**src/rtl/mdio_pkg.sv**
```systemverilog
package mdio_pkg;

    localparam int unsigned BODY_W = 32;
    localparam int unsigned DATA_W = 16;
    localparam int unsigned ADDR_W = 5;

    typedef enum logic [1:0] {
        PH_IDLE = 2'd0,
        PH_ADDR = 2'd1,
        PH_XFER = 2'd2,
        PH_POLL = 2'd3
    } phase_e;

    typedef struct packed {
        logic              ap_en;
        logic              start;
        logic              ext;
        logic              slow;
        logic              nopre;
        logic              rd;
        logic [ADDR_W-1:0] regad;
        logic [DATA_W-1:0] data;
    } ctl_word_t;

    function automatic ctl_word_t unpack_word(input logic [31:0] w);
        ctl_word_t c;
        c.data  = w[15:0];
        c.regad = w[20:16];
        c.rd    = w[21];
        c.nopre = w[22];
        c.slow  = w[23];
        c.ext   = w[24];
        c.start = w[25];
        c.ap_en = w[27];
        return c;
    endfunction

    // direct access body: start 01, opcode, port, register, turnaround, data
    function automatic logic [BODY_W-1:0] direct_body(input logic rd,
                                                       input logic [ADDR_W-1:0] port,
                                                       input logic [ADDR_W-1:0] regad,
                                                       input logic [DATA_W-1:0] data);
        return {2'b01, (rd ? 2'b10 : 2'b01), port, regad,
                (rd ? 2'b11 : 2'b10), (rd ? {DATA_W{1'b0}} : data)};
    endfunction

    // extended address body: start 00, opcode 00, device number, address as data
    function automatic logic [BODY_W-1:0] ext_addr_body(input logic [ADDR_W-1:0] port,
                                                         input logic [ADDR_W-1:0] dev,
                                                         input logic [DATA_W-1:0] addr);
        return {2'b00, 2'b00, port, dev, 2'b10, addr};
    endfunction

    // extended access body: start 00, opcode 11 read / 01 write
    function automatic logic [BODY_W-1:0] ext_op_body(input logic rd,
                                                       input logic [ADDR_W-1:0] port,
                                                       input logic [ADDR_W-1:0] dev,
                                                       input logic [DATA_W-1:0] data);
        return {2'b00, (rd ? 2'b11 : 2'b01), port, dev,
                (rd ? 2'b11 : 2'b10), (rd ? {DATA_W{1'b0}} : data)};
    endfunction

endpackage

```
**src/rtl/mdio_clkgen.sv**
```systemverilog
module mdio_clkgen #(
    parameter int unsigned DIV_FAST = 4,
    parameter int unsigned DIV_SLOW = 128
) (
    input  logic clk,
    input  logic rst_n,
    input  logic run,
    input  logic slow,
    output logic mdc,
    output logic rise,
    output logic fall
);
    localparam int unsigned HALF_FAST = DIV_FAST / 2;
    localparam int unsigned HALF_SLOW = DIV_SLOW / 2;
    localparam int unsigned CNT_W     = (HALF_SLOW > 1) ? $clog2(HALF_SLOW) : 1;

    typedef struct packed {
        logic [CNT_W-1:0] cnt;
        logic             mdc;
    } clk_state_t;

    clk_state_t s_d, s_q;
    logic [CNT_W-1:0] lim;

    always_comb begin
        lim  = slow ? CNT_W'(HALF_SLOW - 1) : CNT_W'(HALF_FAST - 1);
        s_d  = s_q;
        rise = 1'b0;
        fall = 1'b0;
        if (!run) begin
            s_d.cnt = '0;
            s_d.mdc = 1'b0;
        end else if (s_q.cnt >= lim) begin
            s_d.cnt = '0;
            s_d.mdc = ~s_q.mdc;
            rise    = ~s_q.mdc;
            fall    = s_q.mdc;
        end else begin
            s_d.cnt = s_q.cnt + 1'b1;
        end
    end

    always_ff @(posedge clk or negedge rst_n) begin
        if (!rst_n) s_q <= '0;
        else        s_q <= s_d;
    end

    assign mdc = s_q.mdc;

endmodule

```
**src/rtl/mdio_shifter.sv**
```systemverilog
module mdio_shifter
    import mdio_pkg::*;
#(
    parameter int unsigned PRE_LEN = 32
) (
    input  logic              clk,
    input  logic              rst_n,
    input  logic              load,
    input  logic [BODY_W-1:0] ld_body,
    input  logic              ld_nopre,
    input  logic              ld_rd,
    input  logic              rise,
    input  logic              fall,
    input  logic              mdio_i,
    output logic              active,
    output logic              done,
    output logic [DATA_W-1:0] rx_data,
    output logic              mdio_o,
    output logic              mdio_oe
);
    localparam int unsigned TOT   = PRE_LEN + BODY_W;
    localparam int unsigned REM_W = $clog2(TOT + 1);
    // bits left when the read turnaround begins / when data begins
    localparam int unsigned TA_REM   = DATA_W + 2;
    localparam int unsigned DATA_REM = DATA_W;

    typedef struct packed {
        logic              active;
        logic              rd;
        logic [REM_W-1:0]  rem;
        logic [TOT-1:0]    sh;
        logic [DATA_W-1:0] rx;
    } sh_state_t;

    sh_state_t s_d, s_q;

    always_comb begin
        s_d = s_q;
        if (load) begin
            s_d.active = 1'b1;
            s_d.rd     = ld_rd;
            s_d.rx     = '0;
            if (ld_nopre) begin
                s_d.rem = REM_W'(BODY_W);
                s_d.sh  = {ld_body, {PRE_LEN{1'b0}}};
            end else begin
                s_d.rem = REM_W'(TOT);
                s_d.sh  = {{PRE_LEN{1'b1}}, ld_body};
            end
        end else if (s_q.active) begin
            if (rise && s_q.rd && (s_q.rem <= REM_W'(DATA_REM))) begin
                s_d.rx = {s_q.rx[DATA_W-2:0], mdio_i};
            end
            if (fall) begin
                if (s_q.rem == REM_W'(1)) begin
                    s_d.active = 1'b0;
                end else begin
                    s_d.rem = s_q.rem - 1'b1;
                    s_d.sh  = {s_q.sh[TOT-2:0], 1'b0};
                end
            end
        end
    end

    always_ff @(posedge clk or negedge rst_n) begin
        if (!rst_n) s_q <= '0;
        else        s_q <= s_d;
    end

    assign active  = s_q.active;
    assign done    = s_q.active && fall && (s_q.rem == REM_W'(1));
    assign rx_data = s_q.rx;
    assign mdio_o  = s_q.active && s_q.sh[TOT-1];
    assign mdio_oe = s_q.active && !(s_q.rd && (s_q.rem <= REM_W'(TA_REM)));

endmodule

```
**src/rtl/mdio_mgmt_ctrl.sv**
```systemverilog
module mdio_mgmt_ctrl
    import mdio_pkg::*;
#(
    parameter int unsigned DIV_FAST = 4,
    parameter int unsigned DIV_SLOW = 128,
    parameter int unsigned PRE_LEN  = 32,
    parameter int unsigned PHY_ADDR = 0,
    parameter int unsigned POLL_REG = 1
) (
    input  logic        clk,
    input  logic        rst_n,
    input  logic        ctl_we,
    input  logic [31:0] ctl_wdata,
    output logic [31:0] ctl_rdata,
    input  logic        ext_we,
    input  logic [20:0] ext_wdata,
    output logic        mdc,
    input  logic        mdio_i,
    output logic        mdio_o,
    output logic        mdio_oe
);
    localparam logic [ADDR_W-1:0] PORT = ADDR_W'(PHY_ADDR);
    localparam logic [ADDR_W-1:0] PREG = ADDR_W'(POLL_REG);

    typedef struct packed {
        ctl_word_t cw;
        phase_e    ph;
        logic [20:0] ext;
    } top_state_t;

    top_state_t s_d, s_q;

    logic              load;
    logic [BODY_W-1:0] ld_body;
    logic              ld_rd;
    logic              sh_active;
    logic              sh_done;
    logic [DATA_W-1:0] sh_rx;
    logic              tick_rise;
    logic              tick_fall;
    logic              accept;
    logic              wr_zero;
    logic              busy;

    always_comb begin
        s_d     = s_q;
        load    = 1'b0;
        ld_body = '0;
        ld_rd   = 1'b0;
        accept  = (s_q.ph == PH_IDLE) && !s_q.cw.start && !s_q.cw.ap_en;
        wr_zero = ctl_we && (ctl_wdata == 32'd0);

        if (ctl_we) begin
            if (accept)       s_d.cw       = unpack_word(ctl_wdata);
            else if (wr_zero) s_d.cw.ap_en = 1'b0;
        end
        if (ext_we && accept) s_d.ext = ext_wdata;

        unique case (s_q.ph)
            PH_IDLE: begin
                if (s_q.cw.start) begin
                    load = 1'b1;
                    if (s_q.cw.ext) begin
                        ld_body = ext_addr_body(PORT, s_q.ext[20:16], s_q.ext[15:0]);
                        s_d.ph  = PH_ADDR;
                    end else begin
                        ld_body = direct_body(s_q.cw.rd, PORT, s_q.cw.regad, s_q.cw.data);
                        ld_rd   = s_q.cw.rd;
                        s_d.ph  = PH_XFER;
                    end
                end else if (s_q.cw.ap_en) begin
                    load    = 1'b1;
                    ld_body = direct_body(1'b1, PORT, PREG, '0);
                    ld_rd   = 1'b1;
                    s_d.ph  = PH_POLL;
                end
            end
            PH_ADDR: begin
                if (sh_done) begin
                    load    = 1'b1;
                    ld_body = ext_op_body(s_q.cw.rd, PORT, s_q.ext[20:16], s_q.cw.data);
                    ld_rd   = s_q.cw.rd;
                    s_d.ph  = PH_XFER;
                end
            end
            PH_XFER, PH_POLL: begin
                if (sh_done) begin
                    if (s_q.cw.rd || (s_q.ph == PH_POLL)) s_d.cw.data = sh_rx;
                    s_d.cw.start = 1'b0;
                    if (s_d.cw.ap_en) begin
                        load    = 1'b1;
                        ld_body = direct_body(1'b1, PORT, PREG, '0);
                        ld_rd   = 1'b1;
                        s_d.ph  = PH_POLL;
                    end else begin
                        s_d.ph  = PH_IDLE;
                    end
                end
            end
            default: s_d.ph = PH_IDLE;
        endcase
    end

    always_ff @(posedge clk or negedge rst_n) begin
        if (!rst_n) begin
            s_q.cw  <= '0;
            s_q.ph  <= PH_IDLE;
            s_q.ext <= '0;
        end else begin
            s_q <= s_d;
        end
    end

    assign busy = (s_q.ph != PH_IDLE);

    assign ctl_rdata = {4'b0000, s_q.cw.ap_en, busy, s_q.cw.start, s_q.cw.ext,
                        s_q.cw.slow, s_q.cw.nopre, s_q.cw.rd, s_q.cw.regad, s_q.cw.data};

    mdio_clkgen #(
        .DIV_FAST (DIV_FAST),
        .DIV_SLOW (DIV_SLOW)
    ) u_clkgen (
        .clk   (clk),
        .rst_n (rst_n),
        .run   (sh_active),
        .slow  (s_q.cw.slow),
        .mdc   (mdc),
        .rise  (tick_rise),
        .fall  (tick_fall)
    );

    mdio_shifter #(
        .PRE_LEN (PRE_LEN)
    ) u_shifter (
        .clk      (clk),
        .rst_n    (rst_n),
        .load     (load),
        .ld_body  (ld_body),
        .ld_nopre (s_q.cw.nopre),
        .ld_rd    (ld_rd),
        .rise     (tick_rise),
        .fall     (tick_fall),
        .mdio_i   (mdio_i),
        .active   (sh_active),
        .done     (sh_done),
        .rx_data  (sh_rx),
        .mdio_o   (mdio_o),
        .mdio_oe  (mdio_oe)
    );

endmodule

```
**config.mk**
```make
export PLATFORM = sky130hd
export DESIGN_NAME = mdio_mgmt_ctrl
export DESIGN_NICKNAME = d
export VERILOG_FILES = /design/src/rtl/mdio_pkg.sv /design/src/rtl/mdio_clkgen.sv /design/src/rtl/mdio_shifter.sv /design/src/rtl/mdio_mgmt_ctrl.sv
export SDC_FILE = /design/constraint.sdc
export NUM_CORES = 1
export LEC_CHECK = 0
export ABC_AREA = 1
export BUFFER_PORTS_ARGS = -buffer_cell sky130_fd_sc_hd__buf_4
export CORE_ASPECT_RATIO = 0.5
export CORE_MARGIN = 5
export CORE_UTILIZATION = 63
export CTS_CLUSTER_DIAMETER = 50
export DETAILED_ROUTE_END_ITERATION = 10
export GPL_TIMING_DRIVEN = 0
export PLACE_DENSITY = 0.86
export SLEW_MARGIN = 20
export SYNTH_ARGS = -nofsm -noshare
export SYNTH_HDL_FRONTEND = slang
export SYNTH_SLANG_ARGS = --single-unit
```
**constraint.sdc**
```tcl
create_clock -name clk -period 4.9 [get_ports clk]
set_input_delay 1.47 -clock clk [delete_from_list [all_inputs] [get_ports clk]]
set_output_delay 1.47 -clock clk [all_outputs]
set_load 0.005 [all_outputs]
```
==> out/metrics.cfg, run 1 <==
[power]
p_total_mw = 3.88
p_sw_mw = 1.25
peakVddDrop_v = 0.000237
clock_power_share_pct = 33.2
power.density_nw_per_um2 = 429
comb_power_share_pct = 22.1
switching_share_pct = 32.3
intPower_mw = 2.63
leakage_nw = 4.62
pwr-share-seq_pct = 44.7

[logic_synthesis]
synth_edf_count = 0
synth_area_um2 = 7560
synth_warnings = 0
avgSynthCellArea_um2 = 7.75
ys_ff_latch = 146
synth_cells = 975
ys_types = 34
synthFlopType = dfrtp_1
synthArstFlopShare_pct = 100
seq_area_frac_synth_pct = 48.3

[cts]
path_clk_slew_ns = 0.06
cts_hold_buf = 0
post_cts_resized = 0
cts.sinks = 146
h-tree-depth = 4
root_buffer = clkbuf_16
cts_setup_buffers = 0
clock_latency_ns = 0.42
cts_made_buffers = 17
cts_tree = done
cts_buffer_depth = 2

[final_layout]
fin_util_pct = 76.9
final_net_count = 1152
final_common_cell = nand2_1
insertedDiodeCount = 0
mostFrequentLayoutCells = nand2_1, dfrtp_1, buf_4
synthToLayoutAreaGrowth_pct = 19.8
drive_gt1_share_pct = 17.2

[drt]
dr.pass1.iters = 5
viasPerCell = 5.72
routed_wirelength_um = 21400
drt-initial-drc-count = 823
route.detailed.drc = 0
wl_per_cell_um = 16.9
vias = 7228
ant_nets = 0

[global_routing]
grt_pass1_wl_um = 35000
met3_usage_pct = 9.69
gr-usage-all-layers_pct = 31.3
grt-ovfl-total = 0
met1_usage_pct = 41.7
use_met2_pct = 48.7
antenna_found_initial = 0
grt_max_degree = 82
gr-max-usage-layer = met2
first_global_vias = 7044

[critical_path]
path_class = register to output port
slowest_delay_ns = 0.45
endpoint_kind = output port
startpoint_type = register
cpMostUsedCell = buf_4
worstPathCellList = nor2_4 -> inv_1 -> clkbuf_1 -> buf_4 -> buf_4
cp_num_cells = 5
reg2regPathDepth = 14
cp.required_ns = 3.43
critPathArrivalTime_ns = 1.83
critical_path_peak_fanout = 10
cp_top_family = buffers and inverters
path_buf_inv = 4
slowest_stage = dfrtp_1

[timing]
drv_slew = 0
grt_setup_unrepaired = false
finalCriticalPeriod_ns = 3.30
post-route-period-util_pct = 67.4
worstMarginPinSlew_ns = 0.681
final.setup_skew_ns = 0.00892
hold_viol = 0
finalSetupViolCount = 0
slew_headroom_pct = 54.6
fmax_ghz = 0.303
setup-tns-final_ns = 0

[run]
max-cap-violations = 0

[die]
io_pins = 93
dieHeight_um = 87.5
initial_core_util_pct = 64.2
die_area_um2 = 14400
die_width_um = 165
num_rows = 28
core_area_um2 = 11800

[placement]
finalWeightedCongestion = 0.921
hpwl_um = 15000
portBuffers = 88

[outcome]
status = complete, no violations

[hold_path]
hold_path_class = register to register
hold_depth = 2

[cell families (layout without fill, tap and decap cells)]
logic type               Yosys count  count (layout)  share of synthesized area (%)
adder cells (fa/ha/maj)            8               8                           1.32
other                              1               4                         0.0496
AND/OR/NAND/NOR                  476             476                           26.6
AO/OA/AOI/OAI                    161             161                           11.9
buffers and inverters            177             297                           11.0
flip-flops                       146             146                           48.3
XOR/XNOR                           6               6                          0.695
[through the flow]
step,hold slack (ns),cells,worst slack [ns],cell area (um^2)
after CTS,0.477,1263,1.61,9060
after floorplan,0.437,978,1.99,7570
after global placement,0.458,1231,1.42,8440
final,0.476,1263,1.60,9060
after detailed placement,0.461,1232,1.40,8470
after global routing,0.491,1263,1.49,9060
[area by class of cell]
cell class | count | area, um^2
sequential | 146 | 3650
multi-input combinational | 655 | 3090
fill | 833 | 2710
timing repair buffer | 89 | 696
buffer | 81 | 473
clock buffer | 17 | 425
inverter | 96 | 360
tap | 165 | 206
clock inverter | 14 | 158
[power by group through the flow]
| stage | Sequential [mW] | Combinational [mW] | Clock [mW] |
|---|---|---|---|
| 6_report | 1.74 | 0.857 | 1.29 |
| 5_1_grt | 1.77 | 0.981 | 1.35 |
| 4_1_cts | 1.73 | 0.849 | 1.29 |
| 3_5_place_dp | 1.74 | 0.831 | 0 |
| 3_3_place_gp | 1.73 | 0.786 | 0 |
| 2_1_floorplan | 1.69 | 0.593 | 0 |
[synthesized netlist by cell type (7+ instances only)]
cell type | instances | area (um^2)
a31oi_1 | 17 | 106
dfrtp_1 | 146 | 3650
buf_4 | 37 | 278
o21ai_0 | 64 | 320
ha_1 | 8 | 100
inv_1 | 91 | 342
o32ai_1 | 16 | 140
o21ai_1 | 7 | 35.0
nand4_1 | 12 | 75.1
nand3_1 | 79 | 395
nand2_1 | 252 | 946
nor2_1 | 110 | 413
buf_2 | 12 | 60.1
a21oi_1 | 49 | 245
clkbuf_1 | 27 | 101
[flip-flops by register name, summed over array words and instances, names as in the netlist]
| register | cells |
|---|---|
| u_clkgen.mdc | 1 |
| s_q | 23 |
| ctl_rdata | 27 |
| u_shifter.s_q | 72 |
| u_shifter.rx_data | 16 |
| u_clkgen.s_q | 6 |
| u_shifter.active | 1 |
[metal layers]
metal / part of all wire (%) / vias to the layer above
met5: 0.45 / -
met4: 1.9 / 2
met3: 11 / 47
met2: 45 / 432
met1: 41 / 3408
li1: - / 3339
[final timing paths]
path,startpoint,end,slack (ns)
worst max register to register,ctl_rdata[23]$_DFFE_PN0P_,u_shifter.s_q[71]$_DFFE_PN0P_,1.91
worst min register to register,u_shifter.s_q[29]$_DFFE_PN0P_,u_shifter.s_q[29]$_DFFE_PN0P_,0.48
worst min-delay path,u_shifter.s_q[29]$_DFFE_PN0P_,u_shifter.s_q[29]$_DFFE_PN0P_,0.48
min in group asynchronous,rst_n,ctl_rdata[19]$_DFFE_PN0P_,0.98
worst max-delay path,s_q[22]$_DFFE_PN0P_,ctl_rdata[26],1.60
max in group asynchronous,rst_n,u_clkgen.s_q[3]$_DFF_PN0_,3.13
[tightest hold or removal path: cells and delay by family, from the launching register on]
family,cells,cell delay (ns)
flip-flops,1,0.34
AND/OR/NAND/NOR,2,0.10
No activity file was read; power rests on OpenSTA's default activity.
==> inputs of run 2 (changes only) <==
--- a/config.mk
+++ b/config.mk
@@ -5,15 +5,15 @@
 export SDC_FILE = /design/constraint.sdc
 export NUM_CORES = 1
 export LEC_CHECK = 0
-export ABC_AREA = 1
+export ABC_AREA = 0
 export BUFFER_PORTS_ARGS = -buffer_cell sky130_fd_sc_hd__buf_4
 export CORE_ASPECT_RATIO = 0.5
 export CORE_MARGIN = 5
-export CORE_UTILIZATION = 63
+export CORE_UTILIZATION = 53
 export CTS_CLUSTER_DIAMETER = 50
 export DETAILED_ROUTE_END_ITERATION = 10
 export GPL_TIMING_DRIVEN = 0
-export PLACE_DENSITY = 0.86
+export PLACE_DENSITY = 0.77
 export SLEW_MARGIN = 20
 export SYNTH_ARGS = -nofsm -noshare
 export SYNTH_HDL_FRONTEND = slang
==> constraint.sdc (replaced) <==
create_clock -name clk -period 3 [get_ports clk]
set_input_delay 0.9 -clock clk [delete_from_list [all_inputs] [get_ports clk]]
set_output_delay 0.9 -clock clk [all_outputs]
set_load 0.005 [all_outputs]
==> out/metrics.cfg, run 2 <==
[outcome]
status = complete, no violations

[final_layout]
fin_area_um2 = 8880
drive_gt1_share_pct = 25.0
largest_reg_flops = 72
final_net_count = 906
final_common_cell = dfrtp_1
regMostFlops = u_shifter.s_q
insertedDiodeCount = 0
mostFrequentLayoutCells = dfrtp_1, nand2_1, buf_4
synthToLayoutAreaGrowth_pct = 21.1

[logic_synthesis]
yosys.area_share.adder_pct = 1.37
synth_edf_count = 0
synth-xor-area-share_pct = 1.19
synthArstFlopShare_pct = 100
ys_ff_latch = 146
ys_types = 63
yosys-top-cells-area = dfrtp_1, mux2i_1, nand2_1
synth-simple-area-share_pct = 14.2
synth_top_area_share_pct = 49.8
yosysTopAreaCell = dfrtp_1
synth_compound_area_share_pct = 15.8
synth_commonest_cells = dfrtp_1, nand2_1, mux2i_1, nor2_1, buf_4
seq_area_frac_synth_pct = 49.8
synth.most_common_cell = dfrtp_1
avgSynthCellArea_um2 = 10.1
synthFlopType = dfrtp_1
synth_cells = 729
synth_top_family_by_area = compound AO/OA/AOI/OAI gates
synth_warnings = 0
synthMuxAreaShare_pct = 11.0
synth_area_um2 = 7330

[timing]
setup-tns-final_ns = 0
post-route-period-util_pct = 96.1
drv_slew = 0
grt_setup_unrepaired = false
finalSetupViolCount = 0
hold_viol = 0
setup_slack_ns = 0.116
fin_hold_ws_ns = 0.460
final.setup_skew_ns = 0.00974
worstMarginPinSlew_ns = 0.766
fmax_ghz = 0.347
finalCriticalPeriod_ns = 2.88
slew_headroom_pct = 48.9

[global_routing]
grt_pass1_wl_um = 31500
antenna_found_initial = 0
first_global_vias = 6037
use_met2_pct = 36.7
met1_usage_pct = 33.8
gr-usage-all-layers_pct = 24.1
grt-ovfl-total = 0
met3_usage_pct = 5.65
gr-max-usage-layer = met2
grt_max_degree = 86

[drt]
drt-initial-drc-count = 449
routed_wirelength_um = 19100
dr.pass1.iters = 5
route.detailed.drc = 0
ant_nets = 0
viasPerCell = 5.83
vias = 6090
wl_per_cell_um = 18.3

[die]
die_area_um2 = 16400
num_rows = 30
dieHeight_um = 93.2
initial_core_util_pct = 54.1
io_pins = 93
die_width_um = 176
core_area_um2 = 13600

[cts]
cts_buffer_depth = 2
cts_tree = done
cts_setup_buffers = 0
cts.sinks = 146
root_buffer = clkbuf_16
cts_made_buffers = 17
post_cts_resized = 0
path_clk_slew_ns = 0.06
h-tree-depth = 4
cts_hold_buf = 0
clock_latency_ns = 0.42

[power]
peakVddDrop_v = 0.000325
leakage_nw = 4.12
pwr-share-seq_pct = 46.4
p_sw_uw = 923
p_total_mw = 4.24
intPower_mw = 3.32
clock_power_share_pct = 50.8
switching_share_pct = 21.8
power.density_nw_per_um2 = 478
comb_power_share_pct = 2.8

[placement]
finalWeightedCongestion = 0.845
portBuffers = 88
pre_cts_ws_ns = -0.333
postPlaceCellArea_um2 = 8280
hpwl_um = 13800

[critical_path]
startpoint_type = input pin
endpoint_kind = register
critical_path_peak_fanout = 10
r2r-end = u_shifter.s_q[76]$_DFFE_PN0P_
path_class = input pin to register
r2r_start = ctl_rdata[27]$_DFF_PN0_
r2r_setup_slack_ns = 0.25
reg2regPathDepth = 7
critPathArrivalTime_ns = 3.16
cp.required_ns = 3.28

[run]
max-cap-violations = 0

[hold_path]
hold_path_class = input pin to async pin

[run 2: cell families (layout without fill, tap and decap cells)]
group                    count (synthesis)  after routing
multiplexers                            78             78
flip-flops                             146            146
XOR/XNOR                                10             10
AO/OA/AOI/OAI                          167            167
AND/OR/NAND/NOR                        233            233
adder cells (fa/ha/maj)                  8              8
other                                    1              4
buffers and inverters                   86            206
[run 2: layout make-up]
class	instances	area (um^2)
fillers	1070	4670
flip-flops and latches	146	3650
multi-input cells	500	3210
repair buffers	89	696
clock buffers	20	467
plain buffers	80	463
well taps	192	240
clock inverters	11	129
inverters	6	22.5
[run 2: per-stage QoR]
step           util (%)  instances
2_1_floorplan         -        732
3_3_place_gp       60.8       1012
3_5_place_dp       61.1       1013
4_1_cts            65.5       1044
5_1_grt            65.5       1044
6_report           65.5       1044
[run 2: worst max-delay path by stage]
| stage | start | end | slack, ns | cells after the start |
|---|---|---|---|---|
| 2_1_floorplan | ctl_wdata[10] | u_shifter.s_q[78]$_DFFE_PN0P_ | 0.46 | 8 |
| 3_3_place_gp | ctl_wdata[10] | u_shifter.s_q[78]$_DFFE_PN0P_ | -0.35 | 9 |
| 3_5_place_dp | ctl_wdata[10] | u_shifter.s_q[78]$_DFFE_PN0P_ | -0.33 | 9 |
| 4_1_cts | ctl_wdata[10] | u_shifter.s_q[78]$_DFFE_PN0P_ | 0.10 | 9 |
| 5_1_grt | ctl_rdata[27]$_DFF_PN0_ | u_shifter.s_q[76]$_DFFE_PN0P_ | 0.07 | 7 |
| 6_report | ctl_wdata[10] | u_shifter.s_q[78]$_DFFE_PN0P_ | 0.12 | 9 |
[run 2: worst max-delay path: stages]
cell       delay [ns]
buf_4            0.11
nor4_1           0.42
nand2_1          0.19
a2111o_1         0.47
and4b_1          0.20
buf_2            0.17
buf_6            0.16
a2111oi_1        0.47
a31oi_1          0.07
[run 2: power by group through the flow]
stage                     clock (mW)  sequential (mW)  combinational [mW]
final                           2.15             1.97               0.117
after global routing            2.26             1.97               0.131
after CTS                       2.16             1.97               0.120
after detailed placement           0             2.01               0.119
after global placement             0             2.01               0.112
after floorplan                    0             2.01             0.00859
[run 2: routing by layer]
layer | vias to the layer above | wire length (um)
met2 | 211 | 8690
li1 | 2797 | -
met4 | 0 | 449
met5 | - | 0
met1 | 3041 | 8760
met3 | 41 | 1200
==> inputs of run 3 (changes only) <==
--- a/config.mk
+++ b/config.mk
@@ -6,7 +6,7 @@
 export NUM_CORES = 1
 export LEC_CHECK = 0
 export ABC_AREA = 0
-export BUFFER_PORTS_ARGS = -buffer_cell sky130_fd_sc_hd__buf_4
+export BUFFER_PORTS_ARGS = -buffer_cell sky130_fd_sc_hd__buf_2
 export CORE_ASPECT_RATIO = 0.5
 export CORE_MARGIN = 5
 export CORE_UTILIZATION = 53
==> out/metrics.cfg, run 3 (synthesis gave the netlist of run 2 again) <==
[outcome]
status = complete, no violations

[drt]
routed_wirelength_um = 18800
ant_nets = 0
wl_per_cell_um = 18.0
drt-initial-drc-count = 520
viasPerCell = 5.88
vias = 6141
dr.pass1.iters = 5
route.detailed.drc = 0

[timing]
final.setup_skew_ns = 0.00976
finalCriticalPeriod_ns = 2.85
fmax_ghz = 0.350
post-route-period-util_pct = 95.1
finalSetupViolCount = 0
worstMarginPinSlew_ns = 0.757
drv_slew = 0
fin_hold_ws_ns = 0.380
hold_viol = 0
setup-tns-final_ns = 0
setup_slack_ns = 0.146
slew_headroom_pct = 49.5
grt_setup_unrepaired = false

[placement]
pre_cts_ws_ns = -0.366
finalWeightedCongestion = 0.880
portBuffers = 88
hpwl_um = 13500
postPlaceCellArea_um2 = 8060

[hold_path]
hold_path_class = input pin to async pin

[cts]
post_cts_resized = 0
path_clk_slew_ns = 0.07
cts.sinks = 146
cts_made_buffers = 17
h-tree-depth = 4
cts_hold_buf = 0
cts_setup_buffers = 0
clock_latency_ns = 0.43
cts_buffer_depth = 2
cts_tree = done
root_buffer = clkbuf_16

[die]
dieHeight_um = 93.2
initial_core_util_pct = 54.1
num_rows = 30
die_area_um2 = 16400
core_area_um2 = 13600
io_pins = 93
die_width_um = 176

[final_layout]
insertedDiodeCount = 0
final_common_cell = dfrtp_1
fin_area_um2 = 8630
synthToLayoutAreaGrowth_pct = 17.8
fin_util_pct = 63.7
drive_gt1_share_pct = 25.0
largest_reg_flops = 72
final_net_count = 906
regMostFlops = u_shifter.s_q
mostFrequentLayoutCells = dfrtp_1, nand2_1, buf_2

[run]
max-cap-violations = 0

[global_routing]
grt_pass1_wl_um = 31000
grt-ovfl-total = 0
antenna_found_initial = 0
gr-usage-all-layers_pct = 23.7
first_global_vias = 6001
grt_max_degree = 92

[critical_path]
path_class = input pin to register
endpoint_kind = register
critical_path_peak_fanout = 10
critPathArrivalTime_ns = 3.15
r2r_setup_slack_ns = 0.28
startpoint_type = input pin
crit_start = ctl_wdata[10]
cp.required_ns = 3.30
r2r_start = ctl_rdata[23]$_DFFE_PN0P_

[power]
leakage_nw = 4.03
power.density_nw_per_um2 = 481
peakVddDrop_v = 0.000330

-- run 3: changes by cell type in the layout (fill, tap and decap cells not counted) --
| cell | previous run | this run |
|---|---|---|
| bufinv_16 | 2 | 1 |
| inv_8 | 0 | 1 |
| clkinv_4 | 4 | 3 |
| clkbuf_1 | 22 | 23 |
| clkinvlp_4 | 2 | 1 |
| clkinv_2 | 2 | 3 |
| clkbuf_8 | 3 | 1 |
| buf_2 | 19 | 106 |
| inv_6 | 1 | 4 |
| buf_4 | 119 | 32 |
-- run 3: critical path, cell delays in order --
cell      delay, ns
buf_2          0.10
nor4_1         0.41
nand2_1        0.20
a2111o_1       0.48
and4b_1        0.20
buf_2          0.17
nor2_4         0.26
buf_2          0.29
a31oi_1        0.13
-- run 3: cell type report --
class | instances | area (um^2)
repair buffers | 89 | 478
clock buffers | 19 | 443
plain buffers | 80 | 463
clock inverters | 13 | 125
well taps | 192 | 240
fillers | 1055 | 4920
inverters | 6 | 22.5
multi-input cells | 500 | 3210
flip-flops and latches | 146 | 3650
-- run 3: report_power, final --
| part | internal, mW | switching [mW] |
|---|---|---|
| combinational | 0.0373 | 0.0597 |
| clock | 1.18 | 0.906 |
| sequential | 1.97 | 0 |
-- run 3: per-layer routing --
metal  up-vias  track usage, %  share of wire [%]
met5         -               0                  0
met4         0            6.81                1.8
met3        32            4.56                6.3
met2       247            37.6                 46
met1      3066            33.6                 46
li1       2796               -                  -
-- run 3: worst paths after layout --
| kind | endpoint | depth (start not counted) |
|---|---|---|
| min in group clk | u_shifter.s_q[65]$_DFFE_PN0P_ | 2 |
| min reg2reg | u_shifter.s_q[65]$_DFFE_PN0P_ | 2 |
| max | u_shifter.s_q[58]$_DFFE_PN0P_ | 9 |
| max reg2reg | u_shifter.s_q[76]$_DFFE_PN0P_ | 9 |
| max in group asynchronous | u_shifter.s_q[77]$_DFFE_PN0P_ | 2 |
| min | u_shifter.rx_data[9]$_DFFE_PN0P_ | 1 |
-- run 3: metrics by stage --
| step | std cells | power (mW) |
|---|---|---|
| 6_report | 1045 | 4.15 |
| 5_1_grt | 1045 | 4.25 |
| 4_1_cts | 1045 | 4.16 |
| 3_5_place_dp | 1013 | 2.10 |
| 3_3_place_gp | 1012 | 2.10 |
| 2_1_floorplan | 732 | 2.01 |
